**config.mk**
```make
export PLATFORM = sky130hd
export DESIGN_NAME = rxbuf_endpoint
export DESIGN_NICKNAME = d
export VERILOG_FILES = /design/src/rtl/rxbuf_pkg.sv /design/src/rtl/rxbuf_store.sv /design/src/rtl/rxbuf_fill.sv /design/src/rtl/rxbuf_drain.sv /design/src/rtl/rxbuf_endpoint.sv
export SDC_FILE = /design/constraint.sdc
export NUM_CORES = 1
export LEC_CHECK = 0
export BUFFER_PORTS_ARGS = -buffer_cell sky130_fd_sc_hd__buf_2
export CORE_UTILIZATION = 59
export CTS_BUF_LIST = sky130_fd_sc_hd__clkbuf_8
export CTS_CLUSTER_DIAMETER = 60
export CTS_CLUSTER_SIZE = 14
export DETAILED_ROUTE_END_ITERATION = 10
export PLACE_DENSITY = 0.79
export SYNTH_ARGS = -nofsm -noshare
export SYNTH_HDL_FRONTEND = slang
export SYNTH_SLANG_ARGS = --single-unit
```
**constraint.sdc**
```tcl
create_clock -name clk -period 3.1 [get_ports clk]
set_input_delay 0 -clock clk [delete_from_list [all_inputs] [get_ports clk]]
set_output_delay 0 -clock clk [all_outputs]
set_load 0.005 [all_outputs]
```
**src/rtl/rxbuf_pkg.sv**
```systemverilog
package rxbuf_pkg;
  typedef enum logic {
    BUF_OPEN = 1'b0,
    BUF_HELD = 1'b1
  } buf_state_e;

  typedef struct packed {
    logic [7:0] hi;
    logic [7:0] lo;
  } port_word_t;
endpackage

```
**src/rtl/rxbuf_store.sv**
```systemverilog
module rxbuf_store
  import rxbuf_pkg::*;
#(
  parameter int MAX_BYTES = 64,
  parameter int CW        = $clog2(MAX_BYTES + 1)
) (
  input  logic          clk,
  input  logic          wr_en,
  input  logic [CW-1:0] wr_idx,
  input  logic [7:0]    wr_byte,
  input  logic [CW-1:0] rd_idx,
  input  logic [CW-1:0] rd_limit,
  output port_word_t    rd_word
);
  logic [MAX_BYTES*8-1:0] flat;

  for (genvar g = 0; g < MAX_BYTES; g++) begin : g_cell
    logic [7:0] q;
    always_ff @(posedge clk) begin
      if (wr_en && wr_idx == CW'(g)) q <= wr_byte;
    end
    assign flat[g*8 +: 8] = q;
  end

  logic [CW:0] hi_idx;
  logic        lo_ok, hi_ok;

  assign hi_idx = {1'b0, rd_idx} + (CW+1)'(1);
  assign lo_ok  = rd_idx < rd_limit;
  assign hi_ok  = hi_idx < {1'b0, rd_limit};

  always_comb begin
    rd_word = '0;
    for (int i = 0; i < MAX_BYTES; i++) begin
      if (lo_ok && rd_idx == CW'(i)) rd_word.lo = flat[i*8 +: 8];
      if (hi_ok && hi_idx == (CW+1)'(i)) rd_word.hi = flat[i*8 +: 8];
    end
  end
endmodule

```
**src/rtl/rxbuf_fill.sv**
```systemverilog
module rxbuf_fill
  import rxbuf_pkg::*;
#(
  parameter int MAX_BYTES = 64,
  parameter int CW        = $clog2(MAX_BYTES + 1)
) (
  input  logic          clk,
  input  logic          rst_n,
  input  logic          bus_reset,
  input  logic          flush,
  input  logic          wvalid,
  input  logic          commit,
  input  logic          drained,
  output logic          wready,
  output logic          wr_en,
  output logic [CW-1:0] wr_idx,
  output logic          commit_ok,
  output logic          full,
  output logic [CW-1:0] count
);
  buf_state_e    state;
  logic [CW-1:0] wcnt;

  assign wready    = (state == BUF_OPEN) && (wcnt < CW'(MAX_BYTES)) && !commit;
  assign wr_en     = wvalid && wready;
  assign wr_idx    = wcnt;
  assign commit_ok = commit && (state == BUF_OPEN) && !bus_reset && !flush;
  assign full      = (state == BUF_HELD);

  always_ff @(posedge clk or negedge rst_n) begin
    if (!rst_n) begin
      state <= BUF_OPEN;
      wcnt  <= '0;
      count <= '0;
    end else if (bus_reset) begin
      state <= BUF_OPEN;
      wcnt  <= '0;
      count <= '0;
    end else if (flush) begin
      state <= BUF_OPEN;
      wcnt  <= '0;
    end else begin
      if (commit_ok) begin
        count <= wcnt;
        wcnt  <= '0;
        state <= (wcnt != '0) ? BUF_HELD : BUF_OPEN;
      end else if (wr_en) begin
        wcnt <= wcnt + 1'b1;
      end
      if (drained) state <= BUF_OPEN;
    end
  end
endmodule

```
**src/rtl/rxbuf_drain.sv**
```systemverilog
module rxbuf_drain #(
  parameter int MAX_BYTES  = 64,
  parameter int SETTLE_CYC = 3,
  parameter int CW         = $clog2(MAX_BYTES + 1)
) (
  input  logic          clk,
  input  logic          rst_n,
  input  logic          bus_reset,
  input  logic          flush,
  input  logic          full,
  input  logic          commit_ok,
  input  logic [CW-1:0] count,
  input  logic          rready,
  output logic          rvalid,
  output logic [CW-1:0] rd_idx,
  output logic [CW-1:0] remaining,
  output logic          drained
);
  logic          settled;
  logic [CW-1:0] rp;
  logic [CW:0]   next_pos;
  logic          take, last;

  if (SETTLE_CYC == 0) begin : g_nosettle
    assign settled = 1'b1;
  end else begin : g_settle
    localparam int SW = $clog2(SETTLE_CYC + 1);
    logic [SW-1:0] cnt;
    always_ff @(posedge clk or negedge rst_n) begin
      if (!rst_n)                  cnt <= '0;
      else if (bus_reset || flush) cnt <= '0;
      else if (commit_ok)          cnt <= SW'(SETTLE_CYC);
      else if (cnt != '0)          cnt <= cnt - 1'b1;
    end
    assign settled = (cnt == '0);
  end

  assign rvalid    = full && settled;
  assign take      = rvalid && rready;
  assign next_pos  = {1'b0, rp} + (CW+1)'(2);
  assign last      = next_pos >= {1'b0, count};
  assign drained   = take && last && !bus_reset && !flush;
  assign rd_idx    = rp;
  assign remaining = full ? (count - rp) : '0;

  always_ff @(posedge clk or negedge rst_n) begin
    if (!rst_n)                               rp <= '0;
    else if (bus_reset || flush || commit_ok) rp <= '0;
    else if (take)                            rp <= last ? '0 : next_pos[CW-1:0];
  end
endmodule

```
**src/rtl/rxbuf_endpoint.sv**
```systemverilog
module rxbuf_endpoint
  import rxbuf_pkg::*;
#(
  parameter int MAX_BYTES  = 64,
  parameter int SETTLE_CYC = 3,
  localparam int CW        = $clog2(MAX_BYTES + 1)
) (
  input  logic          clk,
  input  logic          rst_n,
  input  logic          bus_reset,
  input  logic          usb_wvalid,
  input  logic [7:0]    usb_wdata,
  output logic          usb_wready,
  input  logic          usb_commit,
  output logic          buf_full,
  output logic          cpu_rvalid,
  input  logic          cpu_rready,
  output logic [15:0]   cpu_rdata,
  input  logic          cpu_flush,
  output logic [CW-1:0] data_count,
  output logic [CW-1:0] rem_count
);
  logic          wr_en, commit_ok, drained;
  logic [CW-1:0] wr_idx, rd_idx;
  port_word_t    word;

  rxbuf_fill #(.MAX_BYTES(MAX_BYTES), .CW(CW)) u_fill (
    .clk(clk), .rst_n(rst_n), .bus_reset(bus_reset), .flush(cpu_flush),
    .wvalid(usb_wvalid), .commit(usb_commit), .drained(drained),
    .wready(usb_wready), .wr_en(wr_en), .wr_idx(wr_idx),
    .commit_ok(commit_ok), .full(buf_full), .count(data_count)
  );

  rxbuf_store #(.MAX_BYTES(MAX_BYTES), .CW(CW)) u_store (
    .clk(clk), .wr_en(wr_en), .wr_idx(wr_idx), .wr_byte(usb_wdata),
    .rd_idx(rd_idx), .rd_limit(data_count), .rd_word(word)
  );

  rxbuf_drain #(.MAX_BYTES(MAX_BYTES), .SETTLE_CYC(SETTLE_CYC), .CW(CW)) u_drain (
    .clk(clk), .rst_n(rst_n), .bus_reset(bus_reset), .flush(cpu_flush),
    .full(buf_full), .commit_ok(commit_ok), .count(data_count),
    .rready(cpu_rready), .rvalid(cpu_rvalid), .rd_idx(rd_idx),
    .remaining(rem_count), .drained(drained)
  );

  assign cpu_rdata = word;
endmodule

```
==> run_results.csv, run 1 <==
group,metric,value,unit
outcome,outcome,"complete, but fails checks",
outcome,violations_in_the_final_reports,"negative setup slack",
route,met2RoutedLength,32.0,mm
synth,yosys.area.top_type_share,0.670,
timing,whs,0.00651,ns
synth,synth-edff-count,512,
worst_setup_path,crit-reg2reg-launch,"u_drain.rd_idx[1]",
synth,synth_commonest_cells,"sky130_fd_sc_hd__edfxtp_1 (512), sky130_fd_sc_hd__nor2_1 (163), sky130_fd_sc_hd__a21oi_1 (124)",
synth,synth_seq_cells,535,
worst_setup_path,crit_path_end_kind,"output pin",
global_route,first_global_vias,15722,
synth,post_synth_main_area_contributors,"sky130_fd_sc_hd__edfxtp_1 (67%), sky130_fd_sc_hd__a21oi_1 (2.7%), sky130_fd_sc_hd__mux2i_1 (2.7%)",
worst_setup_path,worstSetupStartpointType,"register",
layout,area_delta_synth_final,17.4,%
timing,period_minus_slack,3.44,ns
synth,synth_top_flop_cell,"sky130_fd_sc_hd__edfxtp_1",
synth,synth_seq_area_share,0.695,
floorplan,num_rows,71,
synth,post_synth_instance_area,22900,um^2
synth,yosysWarningCount,0,
floorplan,io_pins,48,
power_and_ir_drop,powerDensity,448,nW/um^2
clock_tree,clockBufferDepth,3,
synth,synth_cell_types,76,
clock_tree,clk_tree_root_cell,"sky130_fd_sc_hd__clkbuf_8",
floorplan,floorplan.initialDensity,0.605,
placement,hpwlAfterDp,42.8,mm
synth,synthesis.area_per_instance,14.1,um^2
placement,finalWeightedCongestion,0.974,
timing,layout_worst_path_cycle_share,1.11,
clock_tree,clock_insertion_delay_at_the_later_pin_of_the_skew_report,0.67,ns
route,maxUsedRoutingLayer,"met4",
global_route,grt_use_total,0.363,
global_route,number_of_antenna_violations_at_the_first_check_in_global_routing,1,
route,routed_wirelength,71.5,mm
worst_setup_path,path_class,"register to output pin",
route,dr.first_iter.drc_count,2764,
route,route.antenna.remaining_nets,0,
layout,num-nets-final,1873,
worst_setup_path,worst_ep_required_time,3.10,ns
route,vias,16309,
global_route,global_route.overflow_total,0,
route,via_per_inst,6.90,
worst_setup_path,cp.arrival,3.44,ns
worst_setup_path,regToRegEndpoint,"u_drain.rd_idx[1]",
worst_setup_path,worst_setup_path_startpoint,"u_drain.rd_idx[4]",
worst_setup_path,r2r_setup_slack,0.01,ns
synth,post-synth-top-area-cell,"sky130_fd_sc_hd__edfxtp_1",
timing,grt_setup_unrepaired,"yes",
timing,timing.final.setup_violations,16,
worst_hold_path,hold_class,"input port to register",
route,detail_route.wirelength.met1,24.9,mm
worst_setup_path,peak_fanout_along_the_critical_path,27,
route,drt_drc_violations_left,0,
timing,slew_violations,0,
synth,synth_fp_nets,1670,
clock_tree,htree_levels,2,
worst_setup_path,crit_path_to,"cpu_rdata[11]",
power_and_ir_drop,peakVddDrop,0.000349,V
placement,port_buffers,47,
floorplan,die_span_in_y,199,um
timing,tightestPinTransition,1.25,ns
route,drt_pre_antenna_iters,6,
run,maxCapViolations,0,
layout,drive_gt1_frac,0.258,
clock_tree,tritoncts,"built",
global_route,grt_max_degree,65,
synth,asyncSetResetFlopFracSynth,0.0430,
floorplan,die-area,39700,um^2
timing,final-hold-violation-count,0,
synth,synth_cells,1631,
clock_tree,path_clk_slew,0.09,ns
power_and_ir_drop,leakage,8.89,nW
floorplan,die_width,199,um
clock_tree,cts_num_sinks,535,
timing,timing.max_slew.rel_slack,0.168,
timing,setup_ws,-0.338,ns
global_route,grt_first_pass_wirelength,103,mm
timing,worst_clock_skew,0.0350,ns
clock_tree,tritoncts.num_buffers,45,
worst_setup_path,ff_to_ff_path_depth,13,
route,met3_length,10.4,mm
placement,pre_cts_slack,0.110,ns
synth,most_common_cell_in_the_netlist,"sky130_fd_sc_hd__edfxtp_1",
floorplan,design.core.area,37900,um^2
timing,max_freq,291,MHz
route,post_drt_wl_per_cell,30.2,um
## cell families (layout without fill, tap and decap cells)
logic type	Yosys count	after routing	synth area share
AO/OA/AOI/OAI	424	424	0.119
XOR/XNOR	15	15	0.00573
adder cells (fa/ha/maj)	24	24	0.0134
buffers and inverters	138	358	0.0271
flip-flops	535	535	0.695
multiplexers	121	121	0.0673
other	1	2	0.000163
AND/OR/NAND/NOR	373	373	0.0719
## sequential cells by signal, summed over array words and instances (netlist names)
| name | flops |
|---|---|
| u_store.g_cell.q | 512 |
| u_fill.count | 7 |
| u_fill.wr_idx | 7 |
| u_drain.rd_idx | 6 |
| u_drain.g_settle.cnt | 2 |
| u_fill.full | 1 |
## per-stage QoR
stage               setup TNS [ns]  power (W)   util  instances  area, um^2
CTS                          -1.90     0.0121  0.696       2332       26400
floorplan                        0    0.00812      -       1631       22900
global route                 -4.56     0.0123  0.710       2362       26900
detailed placement               0    0.00828  0.647       2225       24500
global placement                 0    0.00827  0.647       2225       24500
finish                       -3.10     0.0121  0.710       2363       26900
## timing repair
item,CTS,global route
gates cloned,9,3
hold endpoints to repair,40,0
resized for setup,118,58
hold buffers,10,0
setup buffers,24,28
setup endpoints to repair,16,19
pin swaps,24,30
## worst max-delay path, cell delays in order (launching register included)
cell                        delay (ns)
sky130_fd_sc_hd__dfrtp_1          0.42
sky130_fd_sc_hd__buf_8            0.26
sky130_fd_sc_hd__or3b_1           0.40
sky130_fd_sc_hd__buf_4            0.19
sky130_fd_sc_hd__o31ai_4          0.31
sky130_fd_sc_hd__buf_6            0.22
sky130_fd_sc_hd__o221ai_1         0.12
sky130_fd_sc_hd__a222oi_1         0.29
sky130_fd_sc_hd__a2111oi_1        0.10
sky130_fd_sc_hd__o22ai_1          0.28
sky130_fd_sc_hd__buf_2            0.20
## cells in the final DEF, fill, tap and decap left out, types with 8 or more instances in the layout
cell type / synthesis / final
sky130_fd_sc_hd__a21oi_1: 124 / 109
sky130_fd_sc_hd__ha_4: 0 / 10
sky130_fd_sc_hd__o21a_1: 8 / 8
sky130_fd_sc_hd__dfrtp_1: 23 / 19
sky130_fd_sc_hd__nor2b_1: 14 / 10
sky130_fd_sc_hd__a31oi_1: 10 / 9
sky130_fd_sc_hd__nor3_1: 20 / 14
sky130_fd_sc_hd__o211ai_1: 10 / 10
sky130_fd_sc_hd__o22ai_1: 41 / 39
sky130_fd_sc_hd__buf_2: 34 / 48
sky130_fd_sc_hd__a221o_1: 12 / 12
sky130_fd_sc_hd__buf_6: 3 / 9
sky130_fd_sc_hd__nand2_1: 102 / 99
sky130_fd_sc_hd__a22o_1: 8 / 8
sky130_fd_sc_hd__buf_12: 0 / 12
sky130_fd_sc_hd__buf_16: 0 / 8
sky130_fd_sc_hd__a32oi_1: 12 / 10
sky130_fd_sc_hd__a22oi_1: 15 / 12
sky130_fd_sc_hd__buf_4: 9 / 169
sky130_fd_sc_hd__inv_1: 27 / 33
sky130_fd_sc_hd__nand3_1: 22 / 18
sky130_fd_sc_hd__a221oi_1: 11 / 9
sky130_fd_sc_hd__xnor2_1: 8 / 8
sky130_fd_sc_hd__o21ai_0: 92 / 75
sky130_fd_sc_hd__and2_1: 13 / 12
sky130_fd_sc_hd__clkbuf_8: 0 / 47
sky130_fd_sc_hd__a21oi_2: 0 / 13
sky130_fd_sc_hd__o21ai_1: 2 / 12
sky130_fd_sc_hd__edfxtp_1: 512 / 512
sky130_fd_sc_hd__mux4_2: 23 / 23
sky130_fd_sc_hd__nor2_1: 163 / 156
sky130_fd_sc_hd__mux2_2: 36 / 36
sky130_fd_sc_hd__o221ai_1: 13 / 11
sky130_fd_sc_hd__ha_1: 23 / 11
sky130_fd_sc_hd__dlygate4sd3_1: 0 / 9
sky130_fd_sc_hd__mux2i_1: 62 / 61
## power by group
group / switching, W / internal [W]
Combinational: 0.000173 / 0.0000445
Sequential: 0.00000313 / 0.00791
Clock: 0.00229 / 0.00164
Total: 0.00247 / 0.00959
## worst min-delay path by stage
stage	endpoint	slack (ns)	from	cells past startpoint
2_1_floorplan	u_drain.g_settle.cnt[0]	-0.30	rst_n	0
3_3_place_gp	u_drain.g_settle.cnt[0]	0.008	rst_n	1
3_5_place_dp	u_drain.g_settle.cnt[1]	0.02	rst_n	1
4_1_cts	u_store.g_cell[14].q[2]	0.001	usb_wdata[2]	1
5_1_grt	u_store.g_cell[14].q[2]	0.04	usb_wdata[2]	1
6_report	u_store.g_cell[56].q[1]	0.007	usb_wdata[1]	2
## cell type report
| cell class | instances | area, um^2 |
|---|---|---|
| Timing Repair Buffer | 266 | 2450 |
| Tap cell | 511 | 639 |
| Antenna cell | 1 | 2.50 |
| Multi-Input combinational cell | 958 | 6970 |
| Clock inverter | 17 | 151 |
| Sequential cell | 535 | 16000 |
| Inverter | 28 | 110 |
| Clock buffer | 47 | 647 |
| Fill cell | 2449 | 11000 |
## routing by layer
metal / global-route usage / vias to the layer above
li1: - / 6692
met1: 0.492 / 7888
met2: 0.536 / 1456
met3: 0.0891 / 273
met4: 0.214 / 0
met5: 0 / -
No activity file was read; power rests on OpenSTA's default activity.
==> inputs of run 2 (changes only) <==
--- a/config.mk
+++ b/config.mk
@@ -12,6 +12,7 @@
 export CTS_CLUSTER_SIZE = 14
 export DETAILED_ROUTE_END_ITERATION = 10
 export PLACE_DENSITY = 0.79
+export RECOVER_POWER = 25
 export SYNTH_ARGS = -nofsm -noshare
 export SYNTH_HDL_FRONTEND = slang
 export SYNTH_SLANG_ARGS = --single-unit
==> run 2 against run 1 <==
The flow finishes with violations (max-capacitance violations, max-slew violations, negative setup slack); flip-flop and latch count unchanged; non-clock buffer count unchanged; sequential power about the same; global-route usage unchanged; power up 0.10%; worst setup slack better by 0.0047 ns; worst hold slack better by 0.10 ns; count of clock-buffer cells in the layout unchanged; cell count unchanged; critical endpoint unchanged.
==> run_results.csv, run 2 (synthesis gave the netlist of run 1 again) <==
group,metric,value,unit
outcome,outcome,"complete, but fails checks",
outcome,violations_in_the_final_reports,"max-capacitance violations, max-slew violations, negative setup slack",
route,dr.first_iter.drc_count,2761,
worst_setup_path,regToRegEndpoint,"u_drain.rd_idx[1]",
global_route,global_route.overflow_total,0,
worst_hold_path,hold_path.startpoint,"cpu_rready",
clock_tree,cts_num_sinks,535,
timing,timing.max_slew.rel_slack,-1.11,
timing,layout_worst_path_cycle_share,1.11,
timing,max_freq,291,MHz
floorplan,die-area,39700,um^2
global_route,grt_max_degree,65,
worst_setup_path,ff_to_ff_path_depth,13,
worst_setup_path,worst_ep_required_time,3.10,ns
global_route,grt_first_pass_wirelength,103,mm
global_route,number_of_antenna_violations_at_the_first_check_in_global_routing,1,
power_and_ir_drop,leakage,8.87,nW
layout,area_delta_synth_final,17.3,%
route,post_drt_wl_per_cell,30.2,um
worst_setup_path,cp.arrival,3.43,ns
timing,grt_setup_unrepaired,"yes",
timing,worst_clock_skew,0.0373,ns
timing,final-hold-violation-count,0,
layout,nFillCells,2454,
global_route,grt_use_total,0.363,
clock_tree,htree_levels,2,
clock_tree,tritoncts,"built",
worst_setup_path,path_class,"register to output pin",
layout,final_cell_mix,"sky130_fd_sc_hd__edfxtp_1 (512), sky130_fd_sc_hd__buf_4 (168), sky130_fd_sc_hd__nor2_1 (156)",
global_route,first_global_vias,15722,
placement,hpwlAfterDp,42.8,mm
route,drt_drc_violations_left,0,
route,drt_pre_antenna_iters,6,
worst_setup_path,worstSetupStartpointType,"register",
power_and_ir_drop,share_seq_of_total_power,0.656,
timing,timing.final.setup_violations,16,
worst_setup_path,peak_fanout_along_the_critical_path,27,
layout,max_ffs_per_register,512,
layout,fin_util,0.710,
power_and_ir_drop,peakVddDrop,0.000350,V
timing,slew_violations,342,
floorplan,num_rows,71,
power_and_ir_drop,power.switching_fraction,0.205,
clock_tree,clockBufferDepth,3,
layout,num-nets-final,1873,
floorplan,die_span_in_y,199,um
placement,finalWeightedCongestion,0.974,
worst_hold_path,worstHoldPathCells,3,
worst_hold_path,hold_class,"input port to register",
clock_tree,clk_tree_root_cell,"sky130_fd_sc_hd__clkbuf_8",
timing,tns,-3.17,ns
layout,drive_gt1_frac,0.254,
worst_setup_path,r2r_setup_slack,0.01,ns
power_and_ir_drop,internal_power,0.00960,W
floorplan,io_pins,48,
power_and_ir_drop,comb_power_share,0.018,
route,route.antenna.remaining_nets,0,
route,via_per_inst,6.91,
run,maxCapViolations,7,
power_and_ir_drop,clk_pwr_share,0.326,
floorplan,design.core.area,37900,um^2
clock_tree,path_clk_slew,0.09,ns
timing,setup_ws,-0.333,ns
power_and_ir_drop,powerDensity,448,nW/um^2
layout,regMostFlops,"u_store.g_cell.q",
worst_hold_path,min_delay_worst_endpoint,"u_fill.full",
worst_setup_path,crit-reg2reg-launch,"u_drain.rd_idx[1]",
route,routed_wirelength,71.5,mm
worst_setup_path,crit_path_end_kind,"output pin",
timing,period_minus_slack,3.43,ns
floorplan,floorplan.initialDensity,0.605,
clock_tree,tritoncts.num_buffers,45,
placement,port_buffers,47,
power_and_ir_drop,net-switching-power,0.00247,W
layout,most_common_library_cell_in_the_layout_ignoring_fill_and_taps,"sky130_fd_sc_hd__edfxtp_1",
floorplan,die_width,199,um
route,vias,16321,
clock_tree,clock_insertion_delay_at_the_later_pin_of_the_skew_report,0.68,ns
timing,tightestPinTransition,3.16,ns
## run 2: cell types whose count changed in the layout (fill, tap and decap cells not counted), sizes merged
cell | before | now
buf | 249 | 242
clkbuf | 49 | 56
## run 2: area by class of cell
cell class              count  area, um^2  area share
inverters                  28         110     0.00409
clock buffers              47         647      0.0240
well taps                 511         639      0.0238
multi-input cells         958        6970       0.259
clock inverters            17         151     0.00562
flip-flops and latches    535       16000       0.593
diodes                      1        2.50   0.0000930
repair buffers            266        2440      0.0906
## run 2: layer usage
| layer | wire [um] | part of all wire | GRT usage |
|---|---|---|---|
| met5 | 0 | 0 | 0 |
| met1 | 25000 | 0.35 | 0.492 |
| met3 | 10300 | 0.14 | 0.0891 |
| met2 | 32100 | 0.45 | 0.536 |
| met4 | 4110 | 0.057 | 0.214 |
## run 2: through the flow
stage	worst slack (ns)	instances	hold slack (ns)	area [um^2]	power [W]
after floorplan	0.0174	1631	-0.296	22900	0.00812
after global placement	0.0962	2225	0.00793	24500	0.00827
after detailed placement	0.110	2225	0.0182	24500	0.00828
after CTS	-0.288	2332	0.00104	26400	0.0121
after global routing	-0.376	2362	0.141	26900	0.0123
final	-0.333	2363	0.108	26900	0.0121
## run 2: critical path: stages, from the launching register on
cell and delay [ns]:
sky130_fd_sc_hd__dfrtp_1 0.42, sky130_fd_sc_hd__buf_8 0.27, sky130_fd_sc_hd__or3b_1 0.40, sky130_fd_sc_hd__buf_4 0.19
sky130_fd_sc_hd__o31ai_4 0.32, sky130_fd_sc_hd__buf_6 0.22, sky130_fd_sc_hd__o221ai_1 0.12, sky130_fd_sc_hd__a222oi_1 0.29
sky130_fd_sc_hd__a2111oi_1 0.10, sky130_fd_sc_hd__o22ai_1 0.27, sky130_fd_sc_hd__buf_2 0.20
## run 2: power groups by stage
| stage | clock network [W] | logic [W] | registers (W) |
|---|---|---|---|
| 3_5_place_dp | 0 | 0.000200 | 0.00808 |
| 2_1_floorplan | 0 | 0.0000397 | 0.00808 |
| 4_1_cts | 0.00393 | 0.000213 | 0.00791 |
| 6_report | 0.00393 | 0.000216 | 0.00792 |
| 5_1_grt | 0.00417 | 0.000230 | 0.00792 |
| 3_3_place_gp | 0 | 0.000192 | 0.00808 |
## run 2: timing repair
item | CTS | global route
pin swaps | 24 | 30
setup endpoints to repair | 16 | 19
gates cloned | 9 | 3
endpoints found under the hold margin | 40 | 0
gates resized for setup | 118 | 58
setup buffers | 24 | 28
hold buffers | 10 | 0
## run 2: worst max path at each step
| stage | start | endpoint | slack, ns | cells after the start |
|---|---|---|---|---|
| after floorplan | u_drain.rd_idx[2] | cpu_rdata[7] | 0.02 | 14 |
| after global placement | u_drain.rd_idx[4] | cpu_rdata[11] | 0.1 | 10 |
| after detailed placement | u_drain.rd_idx[4] | cpu_rdata[14] | 0.11 | 11 |
| after CTS | u_drain.rd_idx[6] | cpu_rdata[11] | -0.29 | 9 |
| after global routing | u_fill.count[6] | cpu_rdata[11] | -0.38 | 10 |
| final | u_drain.rd_idx[4] | cpu_rdata[11] | -0.33 | 10 |
